<file path="src/rtl/pll_cfg_pkg.sv">
package pll_cfg_pkg;

    localparam int DATA_W      = 8;
    localparam int ADDR_W      = 3;
    localparam int MULT_W      = 12;
    localparam int MULT_HI_W   = MULT_W - DATA_W;
    localparam int RANGE_W     = 8;
    localparam int POW_W       = 2;
    localparam int SYNC_STAGES = 2;

    typedef enum logic [ADDR_W-1:0] {
        OFS_CTL   = 3'd0,
        OFS_BW    = 3'd1,
        OFS_MULH  = 3'd2,
        OFS_MULL  = 3'd3,
        OFS_RANGE = 3'd4,
        OFS_SPARE = 3'd5
    } reg_ofs_e;

    // stored control fields
    typedef struct packed {
        logic             irq_en;
        logic             pll_on;
        logic             base_sel;
        logic [POW_W-1:0] pow2;
    } ctl_t;

    // stored bandwidth fields
    typedef struct packed {
        logic auto_bw;
        logic acq;
    } bw_t;

    localparam ctl_t             CTL_RST   = '{irq_en: 1'b0, pll_on: 1'b1, base_sel: 1'b0, pow2: '0};
    localparam bw_t              BW_RST    = '{auto_bw: 1'b0, acq: 1'b0};
    localparam logic [MULT_W-1:0]  MULT_RST  = MULT_W'(12'h040);
    localparam logic [RANGE_W-1:0] RANGE_RST = RANGE_W'(8'h40);
    localparam logic [DATA_W-1:0]  SPARE_VAL = DATA_W'(8'h01);

    // bit positions decoded by software
    localparam int B_IE   = 7;
    localparam int B_FLAG = 6;
    localparam int B_ON   = 5;
    localparam int B_BCS  = 4;
    localparam int B_AUTO = 7;
    localparam int B_LOCK = 6;
    localparam int B_ACQ  = 5;

    function automatic logic [DATA_W-1:0] pack_ctl(ctl_t c, logic flag);
        logic [DATA_W-1:0] v;
        v          = '0;
        v[B_IE]    = c.irq_en;
        v[B_FLAG]  = flag;
        v[B_ON]    = c.pll_on;
        v[B_BCS]   = c.base_sel;
        v[POW_W-1:0] = c.pow2;
        return v;
    endfunction

    function automatic logic [DATA_W-1:0] pack_bw(bw_t b, logic lock_vis);
        logic [DATA_W-1:0] v;
        v         = '0;
        v[B_AUTO] = b.auto_bw;
        v[B_LOCK] = lock_vis;
        v[B_ACQ]  = b.acq;
        return v;
    endfunction

endpackage

</file>
<file path="src/rtl/pll_lock_sync.sv">
module pll_lock_sync #(
    parameter int STAGES = pll_cfg_pkg::SYNC_STAGES
) (
    input  logic clk,
    input  logic rst,
    input  logic async_in,
    output logic sync_out,
    output logic toggled
);
    logic [STAGES-1:0] stg_q;
    logic              prev_q;

    generate
        if (STAGES == 1) begin : g_one
            always_ff @(posedge clk) begin
                if (rst) stg_q <= '0;
                else     stg_q <= async_in;
            end
        end else begin : g_chain
            always_ff @(posedge clk) begin
                if (rst) stg_q <= '0;
                else     stg_q <= {stg_q[STAGES-2:0], async_in};
            end
        end
    endgenerate

    always_ff @(posedge clk) begin
        if (rst) prev_q <= 1'b0;
        else     prev_q <= stg_q[STAGES-1];
    end

    assign sync_out = stg_q[STAGES-1];
    assign toggled  = stg_q[STAGES-1] ^ prev_q;

endmodule

</file>
<file path="src/rtl/pll_mode_regs.sv">
module pll_mode_regs
    import pll_cfg_pkg::*;
(
    input  logic              clk,
    input  logic              rst,
    input  logic              wr_ctl,
    input  logic              wr_bw,
    input  logic              rd_ctl,
    input  logic [DATA_W-1:0] wdata,
    input  logic              range_nz,
    input  logic              lock_toggle,
    output ctl_t              ctl,
    output bw_t               bw,
    output logic              flag
);
    ctl_t ctl_q, ctl_nxt;
    bw_t  bw_q,  bw_nxt;
    logic flag_q, flag_nxt;
    logic bcs_cand;

    always_comb begin
        bw_nxt = bw_q;
        if (wr_bw) begin
            bw_nxt.auto_bw = wdata[B_AUTO];
            // acquisition bit frozen while automatic mode is on
            if (!bw_q.auto_bw) bw_nxt.acq = wdata[B_ACQ];
        end

        ctl_nxt = ctl_q;
        if (wr_ctl) ctl_nxt.pow2 = wdata[POW_W-1:0];

        // base-clock select pins PLL-on high
        if (ctl_q.base_sel)  ctl_nxt.pll_on = 1'b1;
        else if (wr_ctl)     ctl_nxt.pll_on = wdata[B_ON];

        bcs_cand = wr_ctl ? wdata[B_BCS] : ctl_q.base_sel;
        ctl_nxt.base_sel = (ctl_nxt.pll_on && range_nz) ? bcs_cand : 1'b0;

        if (!bw_nxt.auto_bw)  ctl_nxt.irq_en = 1'b0;
        else if (wr_ctl)      ctl_nxt.irq_en = wdata[B_IE];

        if (!bw_nxt.auto_bw)                  flag_nxt = 1'b0;
        else if (lock_toggle && bw_q.auto_bw) flag_nxt = 1'b1;
        else if (rd_ctl)                      flag_nxt = 1'b0;
        else                                  flag_nxt = flag_q;
    end

    always_ff @(posedge clk) begin
        if (rst) begin
            ctl_q  <= CTL_RST;
            bw_q   <= BW_RST;
            flag_q <= 1'b0;
        end else begin
            ctl_q  <= ctl_nxt;
            bw_q   <= bw_nxt;
            flag_q <= flag_nxt;
        end
    end

    assign ctl  = ctl_q;
    assign bw   = bw_q;
    assign flag = flag_q;

    a_r2_enable_needs_auto: assert property (@(posedge clk) disable iff (rst)
        !bw_q.auto_bw |-> (!ctl_q.irq_en && !flag_q));

    a_r3_acq_frozen: assert property (@(posedge clk) disable iff (rst)
        bw_q.auto_bw |=> $stable(bw_q.acq));

    a_r4_bcs_gated: assert property (@(posedge clk) disable iff (rst)
        (!ctl_q.pll_on || !range_nz) |-> !ctl_q.base_sel);

    a_r6_on_held: assert property (@(posedge clk) disable iff (rst)
        ctl_q.base_sel |=> ctl_q.pll_on);

    a_r7_flag_sets: assert property (@(posedge clk) disable iff (rst)
        (bw_q.auto_bw && lock_toggle && !wr_bw) |=> flag_q);

endmodule

</file>
<file path="src/rtl/pll_prog_regs.sv">
module pll_prog_regs
    import pll_cfg_pkg::*;
(
    input  logic               clk,
    input  logic               rst,
    input  logic               wr_mulh,
    input  logic               wr_mull,
    input  logic               wr_range,
    input  logic [DATA_W-1:0]  wdata,
    input  logic               frozen,
    output logic [MULT_W-1:0]  mult,
    output logic [RANGE_W-1:0] range_val
);
    logic [MULT_W-1:0]  mult_q;
    logic [RANGE_W-1:0] range_q;

    always_ff @(posedge clk) begin
        if (rst) begin
            mult_q  <= MULT_RST;
            range_q <= RANGE_RST;
        end else if (!frozen) begin
            if (wr_mulh)  mult_q[MULT_W-1:DATA_W] <= wdata[MULT_HI_W-1:0];
            if (wr_mull)  mult_q[DATA_W-1:0]      <= wdata;
            if (wr_range) range_q                 <= wdata[RANGE_W-1:0];
        end
    end

    assign mult      = mult_q;
    assign range_val = range_q;

    a_r5_prog_frozen: assert property (@(posedge clk) disable iff (rst)
        frozen |=> ($stable(mult_q) && $stable(range_q)));

endmodule

</file>
<file path="src/rtl/pll_cfg_regs.sv">
module pll_cfg_regs
    import pll_cfg_pkg::*;
(
    input  logic               clk,
    input  logic               rst,
    input  logic [ADDR_W-1:0]  bus_addr,
    input  logic               bus_wr,
    input  logic               bus_rd,
    input  logic [DATA_W-1:0]  bus_wdata,
    output logic [DATA_W-1:0]  bus_rdata,
    input  logic               lock_in,
    output logic               pll_en,
    output logic               base_sel,
    output logic [MULT_W-1:0]  mult,
    output logic [RANGE_W-1:0] vco_range,
    output logic [POW_W-1:0]   vco_pow2,
    output logic               auto_bw,
    output logic               acq_mode,
    output logic               irq
);
    ctl_t               ctl;
    bw_t                bw;
    logic               flag;
    logic               lock_s, lock_tog;
    logic [MULT_W-1:0]  mult_w;
    logic [RANGE_W-1:0] range_w;
    logic               wr_ctl, wr_bw, wr_mulh, wr_mull, wr_range, rd_ctl;

    assign wr_ctl   = bus_wr && (bus_addr == OFS_CTL);
    assign wr_bw    = bus_wr && (bus_addr == OFS_BW);
    assign wr_mulh  = bus_wr && (bus_addr == OFS_MULH);
    assign wr_mull  = bus_wr && (bus_addr == OFS_MULL);
    assign wr_range = bus_wr && (bus_addr == OFS_RANGE);
    assign rd_ctl   = bus_rd && (bus_addr == OFS_CTL);

    pll_lock_sync #(.STAGES(SYNC_STAGES)) u_sync (
        .clk      (clk),
        .rst      (rst),
        .async_in (lock_in),
        .sync_out (lock_s),
        .toggled  (lock_tog)
    );

    pll_mode_regs u_mode (
        .clk         (clk),
        .rst         (rst),
        .wr_ctl      (wr_ctl),
        .wr_bw       (wr_bw),
        .rd_ctl      (rd_ctl),
        .wdata       (bus_wdata),
        .range_nz    (|range_w),
        .lock_toggle (lock_tog),
        .ctl         (ctl),
        .bw          (bw),
        .flag        (flag)
    );

    pll_prog_regs u_prog (
        .clk       (clk),
        .rst       (rst),
        .wr_mulh   (wr_mulh),
        .wr_mull   (wr_mull),
        .wr_range  (wr_range),
        .wdata     (bus_wdata),
        .frozen    (ctl.pll_on),
        .mult      (mult_w),
        .range_val (range_w)
    );

    always_comb begin
        unique case (bus_addr)
            OFS_CTL:   bus_rdata = pack_ctl(ctl, flag);
            OFS_BW:    bus_rdata = pack_bw(bw, lock_s && bw.auto_bw);
            OFS_MULH:  bus_rdata = DATA_W'(mult_w[MULT_W-1:DATA_W]);
            OFS_MULL:  bus_rdata = mult_w[DATA_W-1:0];
            OFS_RANGE: bus_rdata = DATA_W'(range_w);
            OFS_SPARE: bus_rdata = SPARE_VAL;
            default:   bus_rdata = '0;
        endcase
    end

    assign pll_en    = ctl.pll_on;
    assign base_sel  = ctl.base_sel;
    assign mult      = mult_w;
    assign vco_range = range_w;
    assign vco_pow2  = ctl.pow2;
    assign auto_bw   = bw.auto_bw;
    assign acq_mode  = bw.acq;
    assign irq       = flag && ctl.irq_en;

    a_r8_irq_needs_auto: assert property (@(posedge clk) disable iff (rst)
        irq |-> auto_bw);

    a_r6_sel_implies_on: assert property (@(posedge clk) disable iff (rst)
        base_sel |-> pll_en);

endmodule

</file>
<file path="config.mk">
export PLATFORM = sky130hd
export DESIGN_NAME = pll_cfg_regs
export DESIGN_NICKNAME = d
export VERILOG_FILES = /design/src/rtl/pll_cfg_pkg.sv /design/src/rtl/pll_lock_sync.sv /design/src/rtl/pll_mode_regs.sv /design/src/rtl/pll_prog_regs.sv /design/src/rtl/pll_cfg_regs.sv
export SDC_FILE = /design/constraint.sdc
export NUM_CORES = 1
export LEC_CHECK = 0
export BUFFER_PORTS_ARGS = -buffer_cell sky130_fd_sc_hd__buf_2
export CORE_MARGIN = 2
export CORE_UTILIZATION = 25
export DETAILED_ROUTE_END_ITERATION = 10
export PLACE_DENSITY = 0.55
export SLEW_MARGIN = 20
export SYNTH_ARGS = -nofsm -noshare
export SYNTH_HDL_FRONTEND = slang
export SYNTH_SLANG_ARGS = --single-unit
</file>
<file path="constraint.sdc">
create_clock -name clk -period 1.2 [get_ports clk]
set_input_delay 0.12 -clock clk [delete_from_list [all_inputs] [get_ports clk]]
set_output_delay 0.12 -clock clk [all_outputs]
set_load 0.1 [all_outputs]
</file>
# --- Yosys cells after proc, flatten, opt, wreduce, memory -nomap -nowiden ---
# Index checks and enable logic that the tools add are counted.
word_totals:
  input_bits: 16
  ff_bits: 31
  wordCells: 48
op_classes:
  n_eq_ne: 5
  mux: 7
  n_reduce_logical: 19
  n_bitwise: 5
op_table:
  columns: ["op", "n"]
  rows:
  - ["$pmux W8 S6", 1]
  - ["$logic_and A1 B1 Y1", 10]
  - ["$reduce_and A2 Y1", 4]
  - ["$reduce_or A8 Y1", 1]
  - ["$eq A3 B2 Y1 const B", 2]
  - ["$eq A3 B3 Y1 const B", 2]
  - ["$mux W1", 5]
  - ["$not A1 Y1", 4]
  - ["$reduce_or A2 Y1", 2]
  - ["$eq A3 B1 Y1 const B", 1]
  - ["$logic_not A3 Y1", 1]
  - ["$mux W2", 1]
  - ["$reduce_bool A2 Y1", 1]
  - ["$xor A1 B1 Y1", 1]

# --- Longest topological paths before layout ---
# Gate-level depths: netlist of run 1.
logic_depth:
  ltp_word: 7
  ltp_mapped: 5

# --- Hierarchy ---
# From an unflattened synthesis of run 1, not the netlist that was laid out.
hier_totals:
  hier_cells: 166
  hier_area_um2: 1569.0
modules_own_cells:
  columns: ["mod", "instances", "area_each_um2", "cells_per_inst"]
  rows:
  - ["pll_prog_regs", 1, 852.1, 77]
  - ["pll_cfg_regs", 1, 335.3, 51]
  - ["pll_mode_regs", 1, 294.0, 31]
  - ["pll_lock_sync", 1, 87.6, 7]

# --- Least setup slack after synthesis of run 1 ---
# Ideal clock, no wire load.
synth_timing:
  path_type: "reg2out"
  start: "register u_mode.bw_q (netlist bit u_mode.bw[1])"
  end: "output port bus_rdata[7]"
  t_arrival_ns: 3.493
  n_path_buf: 0
  required_time_ns: 1.080
  stages_incl_launch_ff: 4
  setup_slack_ns: -2.413
  cell_sequence: "dfxtp_1 > mux2i_1 > a2bb2oi_1 > o21ai_0"
synth_via:
  elab_chain_cells: 1
synth_rtl:
  columns: ["item", "line", "text"]
  rows:
  - ["start: declaration", "pll_mode_regs.sv:17", "bw_t bw_q, bw_nxt;"]
  - ["start signal: assignment", "pll_mode_regs.sv:55", "bw_q <= bw_nxt;"]
  - ["$pmux W8 S6", "pll_cfg_regs.sv:71", "unique case (bus_addr)"]
  - ["end: declaration", "pll_cfg_regs.sv:10", "output logic [DATA_W-1:0] bus_rdata,"]
# No other way between the ends.

# --- Final worst setup path of run 1 ---
layout_timing:
  start: "register u_prog.range_q[6] (netlist: u_prog.range_val[6])"
  end: "output port bus_rdata[6]"
layout_via:
  elab_chain_cells: 1
layout_rtl:
  columns: ["item", "line", "text"]
  rows:
  - ["start: declaration", "pll_prog_regs.sv:15", "logic [RANGE_W-1:0] range_q;"]
  - ["start signal: assignment", "pll_prog_regs.sv:24", "if (wr_range) range_q <= wdata[RANGE_W-1:0];"]
  - ["$pmux W8 S6", "pll_cfg_regs.sv:71", null]
# No other way between the ends.

==> results.cfg, run 1 <==
[run_status]
status = finished, violations left
violations = negative setup slack

[timing]
min_period_ps = 1420
finalSetupViolations = 6
relSlewSlack_pct = 75.1
rsz0062_at_grt = true
fmax_mhz = 704
setup_ws_ps = -220
setup_tns_ps = -921
fin_worst_skew_ps = 4.78
finalHoldViolCount = 0
worst_pin_slew_ps = 370
finalCritPeriodShare_pct = 118
slew_violations = 0

[setup_path]
crit_fanout = 2
start_kind = flop
worstSetupStartpoint = u_prog.range_val[6]
critPathArrivalTime_ps = 1300
cp.required_ps = 1080
worstSetupPathType = reg2out
endpoint_kind = output pin
worstReg2RegStart = u_mode.ctl[3]

[detailed_routing]
drtIter0Drc = 58
via_per_inst = 5.10
wl_um = 5350
wl_per_cell_um = 16.0
vias = 1710
ant_nets = 0
drc_errors = 0
first_pass_iters = 4

[cells_and_area]
drive_gt1_share_pct = 58.8
area_growth_pct = 95.0
diodes = 0
nets = 275
final_area_um2 = 3060
stdcell_count = 335
fill_cells = 524

[synth]
synth_area_leaders = dfxtp_1, o21ai_0, a21oi_1, nand3_1, mux2i_1
synthCells = 188
async_flop_share_pct = 0
synth_warnings = 0
ys_types = 34
synth_flop_cell = dfxtp_1
synthesis.nets = 204
ys_top_cells_by_count = dfxtp_1, o21ai_0, a21oi_1, nand3_1, nand2_1
syn_area_um2 = 1570
synth_top_area_share_pct = 39.6
ys_seq_elements = 31
yosys.area.top_type = dfxtp_1
ys_seq_area_share_pct = 39.6
synth_area_per_cell_um2 = 8.33
synth-edff-count = 0
yosysMostFrequentCell = dfxtp_1

[power_and_ir_drop]
peakVddDrop_mv = 0.431
p_per_area_nw_per_um2 = 889
leakage_uw = 0.00109

[global_route]
grt_usage_pct = 15.8
grt_pass1_wl_um = 8710
antenna_found_initial = 0
grt_max_degree = 22
grt_pass1_vias = 1689
grt_overflow = 0

[clocking]
cts_buffer_depth = 2
htree_num_levels = 2
cts_tree = yes
cts_made_buffers = 5
clockRootBuffer = clkbuf_8
clkTransAtPathRegs_ps = 70
hold_buffers = 0
clkSinkCount = 31
worstSkewPairLatency_ps = 290

[floorplan]
die_area_um2 = 6920
dieHeight_um = 83.2
start_util_pct = 26.1
die_w_um = 83.2
core-area_um2 = 5990
row_count = 28
boundaryPins = 51

[place]
place_area_um2 = 2770
dp_hpwl_um = 3920
dp.cells = 322
place_ws_ps = -148
gp_congestion = 0.831
port_buffers = 50

[hold_path]
worstHoldPathType = in2reg
hold_path.startpoint = lock_in

[flow_run]
cap_violations = 0
-- placed cells by master (no fill, tap or decap), types with 2 or more instances in the layout --
master / netlist / layout
and4bb_2: 2 / 2
nand2_1: 13 / 10
nand3b_1: 4 / 4
and2_2: 0 / 2
nor2_1: 7 / 6
nor4_1: 4 / 4
nand2_2: 0 / 3
dfxtp_4: 0 / 21
o21ai_0: 28 / 12
or4b_1: 2 / 2
buf_4: 5 / 28
mux2i_4: 0 / 3
a21oi_1: 24 / 20
nand3_1: 20 / 20
nand4bb_1: 2 / 2
o21ai_4: 0 / 6
mux2i_2: 0 / 2
nor2b_1: 4 / 4
bufinv_16: 0 / 2
clkbuf_8: 0 / 5
buf_12: 0 / 37
dfxtp_2: 0 / 4
a2bb2oi_2: 0 / 3
buf_2: 5 / 12
o21ai_1: 0 / 9
a21oi_2: 1 / 5
dfxtp_1: 31 / 6
buf_6: 1 / 3
-- metrics by stage --
| stage | util, % | total power, uW | hold WS [ps] |
|---|---|---|---|
| final | 51.0 | 2720 | 40.3 |
| after global routing | 51.0 | 2810 | 72.5 |
| after CTS | 49.9 | 2730 | 40.6 |
| after detailed placement | 46.2 | 1450 | 345 |
| after global placement | 46.2 | 1450 | 342 |
| after floorplan | - | 1280 | 180 |
-- registers in the layout (all words and copies together), names as in the netlist --
name,count
u_mode.flag,1
u_prog.mult,12
u_sync.stg_q,2
u_prog.range_val,8
u_sync.prev_q,1
u_mode.bw,2
u_mode.ctl,5
-- report_power, final --
part	switching, uW	internal [uW]
clock network	425	828
registers	9.13	995
logic	277	183
total	711	2010
-- path summary, 6_finish.rpt --
path | endpoint | slack (ps) | cells past startpoint
worst min register to register | u_sync.stg_q[1] | 460 | 1
worst min-delay path | u_sync.stg_q[0] | 40 | 2
worst max register to register | u_prog.mult[11] | 40 | 5
worst max-delay path | bus_rdata[6] | -220 | 4
-- timing repair --
action	CTS	global route
endpoints found under the setup margin	8	18
resized for setup	12	26
pin swaps	10	5
buffers inserted	5	0
-- layout make-up --
type	instances	area (um2)	share of cell area, %
multi-input combinational	139	1060	34.8
timing repair buffer	81	1050	34.4
sequential	31	704	23.1
tap	75	93.8	3.07
clock buffer	5	68.8	2.25
clock inverter	3	67.6	2.21
inverter	1	3.75	0.123
-- layer usage --
metal  wire length [um]  part of all wire, %  global-route usage [%]  vias to the layer above
li1                   -                    -                       -                      829
met4                147                  2.7                    7.45                        0
met3                291                  5.4                    3.78                       12
met5                  0                    0                       0                        -
met2               2560                   48                    25.2                       59
met1               2350                   44                    20.2                      810
-- logic make-up after synthesis --
logic type	synth area share [%]
AND/OR/NAND/NOR	26.6
AO/OA/AOI/OAI	23.0
buffers and inverters	6.39
multiplexers	3.83
flip-flops	39.6
XOR/XNOR	0.559
-- critical path, cell delays in order (launching register included) --
cell and delay [ps]:
dfxtp_4 350, and3b_1 210, a31oi_4 50, o22ai_4 190, buf_12 200
Note: power is estimated with default switching activity, not from simulation.
==> inputs of run 2 (changes only) <==
--- a/config.mk
+++ b/config.mk
@@ -10,7 +10,9 @@
 export CORE_UTILIZATION = 25
 export DETAILED_ROUTE_END_ITERATION = 10
 export PLACE_DENSITY = 0.55
+export SETUP_SLACK_MARGIN = 0.3
 export SLEW_MARGIN = 20
 export SYNTH_ARGS = -nofsm -noshare
 export SYNTH_HDL_FRONTEND = slang
+export SYNTH_HIERARCHICAL = 1
 export SYNTH_SLANG_ARGS = --single-unit
==> results.cfg, run 2 <==
[synth]
ys_top_cells_by_count = dfxtp_1, mux2i_1, nand2b_1, nor2_1, nand2_1
synth_area_per_cell_um2 = 9.45
async_flop_share_pct = 0
yosys.area.top_type = dfxtp_1
synth_warnings = 6
synthesis.nets = 182
synth_flop_cell = dfxtp_1
synthCells = 166
synth_area_leaders = dfxtp_1, mux2i_1, nand2b_1, buf_6, nor2_1
ys_seq_area_share_pct = 39.6
ys_types = 35
synth_top_area_share_pct = 39.6
syn_area_um2 = 1570
ys_seq_elements = 31
yosysMostFrequentCell = dfxtp_1
synth-edff-count = 0

[place]
gp_congestion = 0.766
place_ws_ps = -117
port_buffers = 50
place_area_um2 = 2850
dp_hpwl_um = 3430

[setup_path]
crit_fanout = 3
endpoint_kind = output pin
crit_chain = and3b_2 > a31oi_4 > o22ai_4 > buf_12
critPathArrivalTime_ps = 1320
start_kind = flop
max_stage_delay_ps = 360
worstSetupPathType = reg2out
cp.required_ps = 1080
cpMaxStageDelayCell = dfxtp_4

[detailed_routing]
ant_nets = 0
drtIter0Drc = 91
drc_errors = 0
first_pass_iters = 4
wl_per_cell_um = 15.1
wl_um = 5110
via_per_inst = 4.50
vias = 1520

[clocking]
cts_tree = yes
cts_made_buffers = 5
worstSkewPairLatency_ps = 290
hold_buffers = 0
cts_buffer_depth = 2
clkSinkCount = 31
clkTransAtPathRegs_ps = 70
clockRootBuffer = clkbuf_8
htree_num_levels = 2

[floorplan]
core-area_um2 = 5990
dieHeight_um = 83.2
die_w_um = 83.2
start_util_pct = 26.2
boundaryPins = 51
die_area_um2 = 6930
row_count = 28

[cells_and_area]
drive_gt1_share_pct = 63.9
largest_reg_flops = 12
nets = 278
area_growth_pct = 112
final_area_um2 = 3320
diodes = 0
final_cell_mix = buf_12, mux2i_1, buf_6
fill_cells = 481
final_common_cell = buf_12

[power_and_ir_drop]
fin_total_pwr_uw = 2280
leakage_uw = 0.00140
pwr-share-seq_pct = 43.5
peakVddDrop_mv = 0.355
p_per_area_nw_per_um2 = 688
p_sw_share_pct = 28.2
intPower_uw = 1640
combPwrFrac_pct = 19.3
p_clk_share_pct = 37.2
p_switching_uw = 644

[global_route]
antenna_found_initial = 0
grt_pass1_vias = 1591
grt_overflow = 0
grt_pass1_wl_um = 8090
grt_max_degree = 38
grt_usage_pct = 14.9

[timing]
relSlewSlack_pct = 76.0
rsz0062_at_grt = true
fin_worst_skew_ps = 9.11
fin_hold_ws_ps = 47.3
finalCritPeriodShare_pct = 120
setup_ws_ps = -241
slew_violations = 0
finalSetupViolations = 8
worst_pin_slew_ps = 357
finalHoldViolCount = 0
min_period_ps = 1440
fmax_mhz = 694

[run_status]
violations = negative setup slack
status = finished, violations left

[flow_run]
cap_violations = 0

[hold_path]
worstHoldPathType = in2reg
## run 2: cell types whose count changed after synthesis, moves of 6 or more
cell and change:
o21ai_0 -28, nand2b_1 +24, a21oi_1 -20, mux2i_1 +24, clkbuf_1 -6, nand3_1 -18
## run 2: power groups by stage
stage	sequential, uW	combinational (uW)	clock [uW]
floorplan	1070	215	0
global placement	1030	396	0
detailed placement	1030	398	0
CTS	994	429	867
global route	995	461	924
finish	995	440	850
## run 2: critical path: cells and delay by family, from the launching register on
kind | cells | cell delay, ps
flip-flops | 1 | 360
AND/OR/NAND/NOR | 1 | 230
AO/OA/AOI/OAI | 2 | 260
buffers and inverters | 1 | 170
## run 2: area by class of cell
type	count	area (um2)	share of cell area (%)
clock buffer	7	86.3	2.60
clock inverter	1	5.00	0.151
inverter	5	23.8	0.716
multi-input combinational	119	1100	33.3
sequential	31	719	21.7
tap	75	93.8	2.82
timing repair buffer	100	1290	38.8
## run 2: layer usage
metal	share of wire, %	vias up	track usage [%]
met4	2.2	0	6.11
li1	-	761	-
met2	48	42	23.2
met3	4.8	9	3.78
met1	45	708	19.6
met5	0	-	0
## run 2: cells by family (layout without fill, tap and decap cells)
kind of cell              Yosys count  count (layout)  synth area share, %
xor gates and xnor gates            1               1                0.558
muxes                              32              32                 20.6
buffers and inverters              16             113                 7.10
AOI/OAI and AO/OA                  19              19                 8.29
DFF                                31              31                 39.6
and+or+nand+nor                    67              67                 23.9
## run 2: final timing paths
path / start / to / slack (ps) / cells past startpoint
min reg2reg: u_sync/stg_q[0] / u_sync/stg_q[1] / 450 / 1
min: lock_in / u_sync/stg_q[0] / 50 / 2
max reg2reg: u_prog/range_val[6] / u_mode/ctl[2] / -110 / 6
max: u_prog/range_val[7] / bus_rdata[7] / -240 / 4
## run 2: per-stage QoR
step / setup TNS, ps / instances / util, %
2_1_floorplan: -1500 / 166 / -
3_3_place_gp: -1920 / 309 / 47.6
3_5_place_dp: -2470 / 309 / 47.6
4_1_cts: -1360 / 332 / 54.0
5_1_grt: -1750 / 338 / 55.5
6_report: -1420 / 338 / 55.5
## run 2: what timing repair did
action	in CTS	in global routing
endpoints found under the hold margin	0	0
buffers inserted	15	6
cloned	0	0
gates resized for setup	42	12
pin swaps	7	5
setup endpoints to repair	62	62
==> inputs of run 3 (changes only) <==
--- a/config.mk
+++ b/config.mk
@@ -6,10 +6,9 @@
 export NUM_CORES = 1
 export LEC_CHECK = 0
 export BUFFER_PORTS_ARGS = -buffer_cell sky130_fd_sc_hd__buf_2
-export CORE_MARGIN = 2
 export CORE_UTILIZATION = 25
 export DETAILED_ROUTE_END_ITERATION = 10
-export PLACE_DENSITY = 0.55
+export PLACE_DENSITY = 0.57
 export SETUP_SLACK_MARGIN = 0.3
 export SLEW_MARGIN = 20
 export SYNTH_ARGS = -nofsm -noshare
==> constraint.sdc (replaced) <==
create_clock -name clk -period 1.17 [get_ports clk]
set_input_delay 0.1755 -clock clk [delete_from_list [all_inputs] [get_ports clk]]
set_output_delay 0.1755 -clock clk [all_outputs]
set_load 0.1 [all_outputs]
==> results.cfg, run 3 (synthesis gave the netlist of run 2 again) <==
[run_status]
status = finished, violations left
violations = negative setup slack

[floorplan]
core-area_um2 = 5990
die_area_um2 = 6600
boundaryPins = 51
die_w_um = 81.2
dieHeight_um = 81.2
start_util_pct = 26.2
row_count = 28

[timing]
slew_violations = 0
min_period_ps = 1500
fmax_mhz = 665
fin_worst_skew_ps = 7.21
worst_pin_slew_ps = 318
fin_hold_ws_ps = 111
rsz0062_at_grt = true
relSlewSlack_pct = 78.7
finalSetupViolations = 31
finalHoldViolCount = 0
setup_ws_ps = -333
finalCritPeriodShare_pct = 128

[clocking]
cts_buffer_depth = 2
clkTransAtPathRegs_ps = 70
worstSkewPairLatency_ps = 290
clkSinkCount = 31
hold_buffers = 0
cts_tree = yes
clockRootBuffer = clkbuf_8
htree_num_levels = 2
cts_made_buffers = 5

[detailed_routing]
wl_per_cell_um = 14.8
via_per_inst = 4.57
drtIter0Drc = 79
ant_nets = 0
first_pass_iters = 4
wl_um = 5040
drc_errors = 0
vias = 1559

[cells_and_area]
fill_cells = 493
seqCellArea_um2 = 719
final_common_cell = buf_12
area_growth_pct = 114
multi_input_area_um2 = 1120
diodes = 0
nets = 281
final_cell_mix = buf_12, mux2i_1, dfxtp_4
largest_reg_flops = 12
stdcell_count = 341
drive_gt1_share_pct = 63.9

[place]
dp_hpwl_um = 3470
port_buffers = 50
dp.cells = 314
gp_congestion = 0.814
place_ws_ps = -218

[setup_path]
cp.required_ps = 990
r2r_setup_slack_ps = -190
critPathArrivalTime_ps = 1330
start_kind = flop
worstSetupPathType = reg2out
endpoint_kind = output pin
crit_fanout = 2
worstRegToRegCells = 7

[global_route]
gr-usage-met2_pct = 28.1
grt_overflow = 0
grt_max_degree = 38
busiest_layer = met2
met3_usage_pct = 2.58
antenna_found_initial = 0
grt_pass1_vias = 1641
grt_usage_pct = 16.5
grt_util_met1_pct = 20.0
grt_pass1_wl_um = 8020

[power_and_ir_drop]
leakage_uw = 0.00140
p_per_area_nw_per_um2 = 692
p_switching_uw = 662
p_clk_share_pct = 34.8
p_sw_share_pct = 28.5
intPower_uw = 1660
pwr-share-seq_pct = 43.9
fin_total_pwr_uw = 2320
peakVddDrop_mv = 0.453
combPwrFrac_pct = 21.3

[flow_run]
cap_violations = 0

[hold_path]
whs_path_depth = 2
worstHoldPathType = in2reg
==> run 3: path summary, 6_finish.rpt <==
check,endpoint,startpoint
setup / recovery,bus_rdata[6],u_prog/range_val[6]
hold reg to reg,u_sync/stg_q[1],u_sync/stg_q[0]
hold / removal,u_sync/stg_q[0],lock_in
setup reg to reg,u_mode/ctl[2],u_prog/range_val[6]
==> run 3: timing repair <==
item                                    4_1_cts  5_1_grt
buffers inserted                             15        4
gates resized for setup                      42       10
pin swaps                                    11        4
endpoints found under the setup margin       63       63
==> run 3: metal layers <==
layer | wire (um) | share of wire, %
met1 | 2160 | 43
met2 | 2580 | 51
met3 | 191 | 3.8
met4 | 118 | 2.3
met5 | 0 | 0
==> run 3: power groups by stage <==
| stage | Clock [uW] | Sequential, uW | Combinational [uW] |
|---|---|---|---|
| floorplan | 0 | 1100 | 223 |
| global placement | 0 | 1050 | 414 |
| detailed placement | 0 | 1050 | 418 |
| CTS | 839 | 1020 | 482 |
| global route | 885 | 1020 | 521 |
| finish | 809 | 1020 | 495 |
==> run 3: cell type report <==
type / count / share of cell area [%]
timing repair buffer: 103 / 39.1
multi-input combinational: 119 / 33.4
sequential: 31 / 21.4
tap: 75 / 2.79
clock buffer: 8 / 2.38
inverter: 5 / 0.931
==> run 3: stage by stage <==
stage	utilization [%]	area, um2	setup TNS (ps)
final	56.1	3360	-4600
after global routing	56.1	3360	-6130
after CTS	54.9	3290	-3740
after detailed placement	48.5	2910	-3770
after global placement	48.5	2910	-3580
after floorplan	-	1900	-2160
==> run 3: worst max-delay path, cell delays in order (launching register included) <==
cell,delay (ps)
dfxtp_4,340
mux2_4,260
a32o_4,270
buf_12,170
